## src/rtl/pwr_fail_pkg.sv

```systemverilog
package pwr_fail_pkg;
  typedef enum logic [1:0] {
    OP_ARM   = 2'b00,
    OP_DISARM = 2'b01,
    OP_TEST  = 2'b10,
    OP_ACK   = 2'b11
  } pf_op_e;

  typedef enum logic [1:0] {
    ST_DOWN = 2'b00,
    ST_UP   = 2'b01,
    ST_WARN = 2'b10
  } pf_state_e;
endpackage

```

## src/rtl/pf_glitch_filter.sv

```systemverilog
module pf_glitch_filter #(
  parameter int FILT_CYC = 8
) (
  input  logic clk,
  input  logic rst_n,
  input  logic raw_i,
  output logic filt_o
);
  localparam int CW = $clog2(FILT_CYC + 1);

  logic [1:0]    sync_q;
  logic [CW-1:0] cnt_q;

  always_ff @(posedge clk) begin
    if (!rst_n) begin
      sync_q <= '0;
      cnt_q  <= '0;
      filt_o <= 1'b0;
    end else begin
      sync_q <= {sync_q[0], raw_i};
      if (sync_q[1] == filt_o) begin
        cnt_q <= '0;
      end else if (cnt_q == CW'(FILT_CYC - 1)) begin
        filt_o <= sync_q[1];
        cnt_q  <= '0;
      end else begin
        cnt_q <= cnt_q + 1'b1;
      end
    end
  end
endmodule

```

## src/rtl/pf_stable_counter.sv

```systemverilog
module pf_stable_counter #(
  parameter int STABLE_CYC = 20
) (
  input  logic clk,
  input  logic rst_n,
  input  logic level_i,
  output logic stable_o
);
  localparam int CW = $clog2(STABLE_CYC + 1);

  logic [CW-1:0] cnt_q;

  always_ff @(posedge clk) begin
    if (!rst_n || !level_i) cnt_q <= '0;
    else if (cnt_q != CW'(STABLE_CYC)) cnt_q <= cnt_q + 1'b1;
  end

  assign stable_o = (cnt_q == CW'(STABLE_CYC));
endmodule

```

## src/rtl/pf_sequencer.sv

```systemverilog
module pf_sequencer
  import pwr_fail_pkg::*;
#(
  parameter int HOLD_CYC = 100
) (
  input  logic       clk,
  input  logic       rst_n,
  input  logic       line_f_i,
  input  logic       dc_stable_i,
  input  logic       op_valid_i,
  input  logic [1:0] op_code_i,
  output logic       irq_o,
  output logic       dir_o,
  output logic       armed_o,
  output logic       pwr_on_o,
  output logic       test_vld_o,
  output logic       test_flag_o
);
  localparam int HW = $clog2(HOLD_CYC + 1);

  pf_state_e     state_q;
  logic [HW-1:0] hold_q;
  logic          ev_dn, ev_up, event_any;
  pf_op_e        op;

  assign op = pf_op_e'(op_code_i);

  always_comb begin
    ev_dn = 1'b0;
    ev_up = 1'b0;
    unique case (state_q)
      ST_UP:   ev_dn = !line_f_i;
      ST_WARN: ev_up = line_f_i;
      ST_DOWN: ev_up = line_f_i && dc_stable_i;
      default: ;
    endcase
  end
  assign event_any = ev_dn || ev_up;

  always_ff @(posedge clk) begin
    if (!rst_n) begin
      state_q <= ST_DOWN;
      hold_q  <= '0;
    end else begin
      unique case (state_q)
        ST_UP: if (ev_dn) begin
          state_q <= ST_WARN;
          hold_q  <= '0;
        end
        ST_WARN: begin
          if (ev_up) state_q <= ST_UP;
          else if (hold_q == HW'(HOLD_CYC - 1)) state_q <= ST_DOWN;
          else hold_q <= hold_q + 1'b1;
        end
        ST_DOWN: if (ev_up) state_q <= ST_UP;
        default: state_q <= ST_DOWN;
      endcase
    end
  end

  always_ff @(posedge clk) begin
    if (!rst_n) begin
      irq_o       <= 1'b0;
      dir_o       <= 1'b0;
      armed_o     <= 1'b0;
      test_vld_o  <= 1'b0;
      test_flag_o <= 1'b0;
    end else begin
      test_vld_o  <= op_valid_i && (op == OP_TEST);
      test_flag_o <= op_valid_i && (op == OP_TEST) && dir_o;
      if (op_valid_i) begin
        case (op)
          OP_ARM:    armed_o <= 1'b1;
          OP_DISARM: armed_o <= 1'b0;
          OP_ACK:    irq_o   <= 1'b0;
          default:   ;
        endcase
      end
      if (event_any) begin
        dir_o <= ev_up;
        if (armed_o) begin
          irq_o   <= 1'b1;
          armed_o <= 1'b0;
        end
      end
    end
  end

  assign pwr_on_o = (state_q != ST_DOWN);
endmodule

```

## src/rtl/pwr_fail_seq.sv

```systemverilog
module pwr_fail_seq #(
  parameter int FILT_CYC   = 8,
  parameter int HOLD_CYC   = 100,
  parameter int STABLE_CYC = 20,
  parameter int VEC_W      = 6,
  parameter int VECTOR     = 4
) (
  input  logic             clk,
  input  logic             rst_n,
  input  logic             line_ok_i,
  input  logic             dc_on_i,
  input  logic             op_valid_i,
  input  logic [1:0]       op_code_i,
  output logic             irq_o,
  output logic [VEC_W-1:0] vec_o,
  output logic             inhibit_o,
  output logic             pwr_on_o,
  output logic             test_vld_o,
  output logic             test_flag_o
);
  logic line_f;
  logic dc_stable;
  logic dir;
  logic armed;

  pf_glitch_filter #(.FILT_CYC(FILT_CYC)) u_filt (
    .clk(clk), .rst_n(rst_n), .raw_i(line_ok_i), .filt_o(line_f)
  );

  pf_stable_counter #(.STABLE_CYC(STABLE_CYC)) u_dc (
    .clk(clk), .rst_n(rst_n), .level_i(dc_on_i), .stable_o(dc_stable)
  );

  pf_sequencer #(.HOLD_CYC(HOLD_CYC)) u_seq (
    .clk(clk), .rst_n(rst_n), .line_f_i(line_f), .dc_stable_i(dc_stable),
    .op_valid_i(op_valid_i), .op_code_i(op_code_i),
    .irq_o(irq_o), .dir_o(dir), .armed_o(armed), .pwr_on_o(pwr_on_o),
    .test_vld_o(test_vld_o), .test_flag_o(test_flag_o)
  );

  assign vec_o     = VEC_W'(VECTOR);
  assign inhibit_o = irq_o;
endmodule

```

## config.mk

```make
export PLATFORM = sky130hd
export DESIGN_NAME = pwr_fail_seq
export DESIGN_NICKNAME = d
export VERILOG_FILES = /design/src/rtl/pwr_fail_pkg.sv /design/src/rtl/pf_glitch_filter.sv /design/src/rtl/pf_stable_counter.sv /design/src/rtl/pf_sequencer.sv /design/src/rtl/pwr_fail_seq.sv
export SDC_FILE = /design/constraint.sdc
export NUM_CORES = 1
export LEC_CHECK = 0
export ABC_AREA = 1
export BUFFER_PORTS_ARGS = -buffer_cell sky130_fd_sc_hd__buf_2
export CAP_MARGIN = 10
export CORE_MARGIN = 2
export CORE_UTILIZATION = 55
export DETAILED_ROUTE_END_ITERATION = 6
export PLACE_DENSITY_LB_ADDON = 0.08
export REMOVE_ABC_BUFFERS = 1
export SLEW_MARGIN = 20
export SYNTH_ARGS = -nofsm -noshare
export SYNTH_HDL_FRONTEND = slang
export SYNTH_SLANG_ARGS = --single-unit
```

## constraint.sdc

```tcl
create_clock -name clk -period 1.4 [get_ports clk]
set_input_delay 0.14 -clock clk [delete_from_list [all_inputs] [get_ports clk]]
set_output_delay 0.14 -clock clk [all_outputs]
set_load 0.1 [all_outputs]
```

==> metrics.md <==
| Metric | Value |
|---|---|
| Port bufs | 11 |
| Inserted Diodes | 0 |
| Final setup violating endpoints | 0 |
| Skew final | 4.155 ps |
| Die X | 51.67 microns |
| Row cnt | 17 |
| DRT Wirelength | 2209 microns |
| Register-to-Register Path Depth | 7 |
| Inserted Clock Buffers | 3 |
| Tmin final | 1317 ps |
| Worst-path maximum fanout | 4 |
| Reg2reg start | u_seq.hold_q[0] |
| Element type at the critical path end | primary output |
| Clock sinks | 26 |
| Synthesized area | 1250 sq um |
| Die area | 2670 sq um |
| Worst Hold Depth | 3 |
| DRC viols | 0 |
| Crit path required time | 1260 ps |
| Vias per inst | 4.930 |
| Critical-path top delay cell | dfxtp_1 |
| DRT Pass-1 Iters | 4 |
| Launch point of the worst path | u_seq.state_q[0] |
| Hold Path Class | in2reg |
| H-tree depth | 1 |
| CP cell instances | inv_1 > nand2_1 > buf_6 |
| Crit path DAT | 1180 ps |
| Fin area | 1399 sq um |
| Synth area leaders | dfxtp_1, nand2_1, nor2_1 |
| Reg clk slew, reported paths | 140 ps |
| Clock Tree Buf Depth | 2 |
| Status | finished clean |
| Final nets | 185 |
| Worst setup path end | pwr_on_o |
| Crit start category | flop |
| Maximum VDD drop | 0.6561 mV |
| Initial core utilization | 57.61% |
| FF-to-FF End | u_seq.hold_q[1] |
| Commonest non-fill, non-tap cells in the layout | nand2_1, dfxtp_1, nor2_1 |
| Iteration-0 DRC Markers | 14 |
| Netlist cell types | 30 |
| Max incr delay on CP | 430 ps |
| GRT Residual Overflow | 0 |
| Root buffer cell | clkbuf_4 |
| Synthesis Warnings | 0 |
| Endpoints failing hold | 0 |
| Vias in the first global route | 921 |
| GRT Total Usage | 20.10% |
| Gate Count Post-Synth | 161 |
| Via count | 991 |
| Pwr Total | 1393 uW |
| PD cells | 995.7 nW/um^2 |
| Seq/Total Area, Yosys | 41.64% |
| Post-CTS setup buffer count | 0 |
| First-pass GRT wire length | 3995 microns |
| Initial antenna violation count | 0 |
| Maxcap violations | 0 |
| I/O pin count | 18 |
| Top-area cell type share of the netlist area | 41.64% |
| ANT nets after route | 0 |
| LEAKAGE | 0.0005754 uW |
| Fin crit share | 94.05% |
| Maximum clock frequency | 759.4 MHz |
| R2R setup slack | 100 ps |
| RD Place Congestion | 0.8227 |
| Synthesized area per cell | 7.764 sq um |
| Core area | 2170 sq um |
| CTS tree | built |
| Clock Latency Late Sink | 320 ps |
| Final HPWL DP | 1607 microns |
| DIE HEIGHT | 51.67 microns |
| DP Area | 1297 sq um |
| Fraction of layout cells with a size suffix above 1 | 17.92% |
| Yosys top cell by area | dfxtp_1 |
| CP Class | reg2out |
| Commonest non-fill, non-tap cell in the layout | nand2_1 |
| Unrepaired setup endpoints after global routing | no |
| Largest net degree at the start of global routing | 16 |
| Wire per inst | 10.99 microns |
| FF+latch count, synth | 26 |
| P&R area growth vs syn | 11.91% |
| Slew Viols, Final | 0 |
| Setup TNS | 0 ps |
-- registers in the layout (all words and copies together), names as in the netlist, 2 cells and up --
signal	count
u_dc.cnt_q	5
u_filt.sync_q	2
u_seq.state_q	2
u_seq.hold_q	7
u_filt.cnt_q	4
-- layout make-up --
| type | count | area, sq um |
|---|---|---|
| fillers | 196 | 770.7 |
| multi-input cells | 112 | 643.1 |
| flip-flops and latches | 26 | 524.3 |
| inverters | 19 | 72.57 |
| repair buffers | 12 | 71.32 |
| well taps | 28 | 35.03 |
| clock inverters | 1 | 30.03 |
| clock buffers | 3 | 22.52 |
-- power by group --
group          internal [uW]  switching, uW  total, uW
Combinational           21.0            104        125
Clock                    290            222        512
Sequential               749           5.96        755
Total                   1060            333       1390
-- what timing repair did --
item | 4_1_cts | 5_1_grt
endpoints found under the setup margin | 2 | 11
gates resized for setup | 2 | 8
hold buffers | 1 | 0
pin swaps | 0 | 1
endpoints found under the hold margin | 1 | 0
-- cell families after synthesis --
group | share of synthesized area (%)
AOI/OAI and AO/OA | 10.91
xor gates and xnor gates | 4.204
and+or+nand+nor | 28.23
buffers and inverters | 10.41
other | 0.6008
DFF | 41.64
adders and majority gates | 4.004
-- synth_stat cells --
cell / count
nand3b_4: 1
inv_1: 16
nand4_2: 1
nor3b_1: 1
ha_1: 4
a21oi_2: 2
nand3b_1: 1
nand3_1: 14
o21ai_0: 4
clkinv_1: 1
xor2_1: 5
a22oi_1: 1
nor2_1: 21
nand2_4: 1
nor2_2: 1
o21ai_1: 2
buf_2: 1
nor3_1: 2
nand3_2: 1
nand2_1: 27
clkinv_2: 1
dfxtp_1: 26
inv_2: 1
conb_1: 2
nand3_4: 1
a21oi_1: 12
o21bai_1: 2
o22ai_1: 1
xnor2_1: 1
buf_4: 7
-- worst max-delay path: cells and delay by family (launching register included) --
family	cells	cell delay (ps)
flops	1	430
buf+inv	2	320
simple gates	1	100
-- worst min-delay path by stage --
stage | from | endpoint | slack [ps]
6_report | op_valid_i | u_seq.test_vld_o | 90
5_1_grt | op_valid_i | u_seq.test_vld_o | 90
4_1_cts | op_valid_i | u_seq.test_vld_o | 80
3_5_place_dp | line_ok_i | u_filt.sync_q[0] | 330
3_3_place_gp | line_ok_i | u_filt.sync_q[0] | 320
2_1_floorplan | rst_n | u_filt.sync_q[0] | 230
-- metal layers --
| metal | track usage [%] | share of wire (%) | vias to the layer above |
|---|---|---|---|
| met5 | 0 | 0 | - |
| met4 | 9.211 | 2.9 | 0 |
| met3 | 3.736 | 2.6 | 7 |
| met2 | 30.77 | 45 | 15 |
| met1 | 27.47 | 50 | 440 |
| li1 | - | - | 529 |
-- stage by stage --
step                utilization, %  worst slack [ps]  hold slack [ps]  std cells
floorplan                        -            -524.2            233.5        157
global route                 64.48            0.3213            90.34        201
global placement             59.80             82.96            320.5        196
finish                       64.48             83.24            86.60        201
detailed placement           59.80             7.566            325.4        196
CTS                          62.92             21.65            76.94        201
No activity file was read; power rests on OpenSTA's default activity.
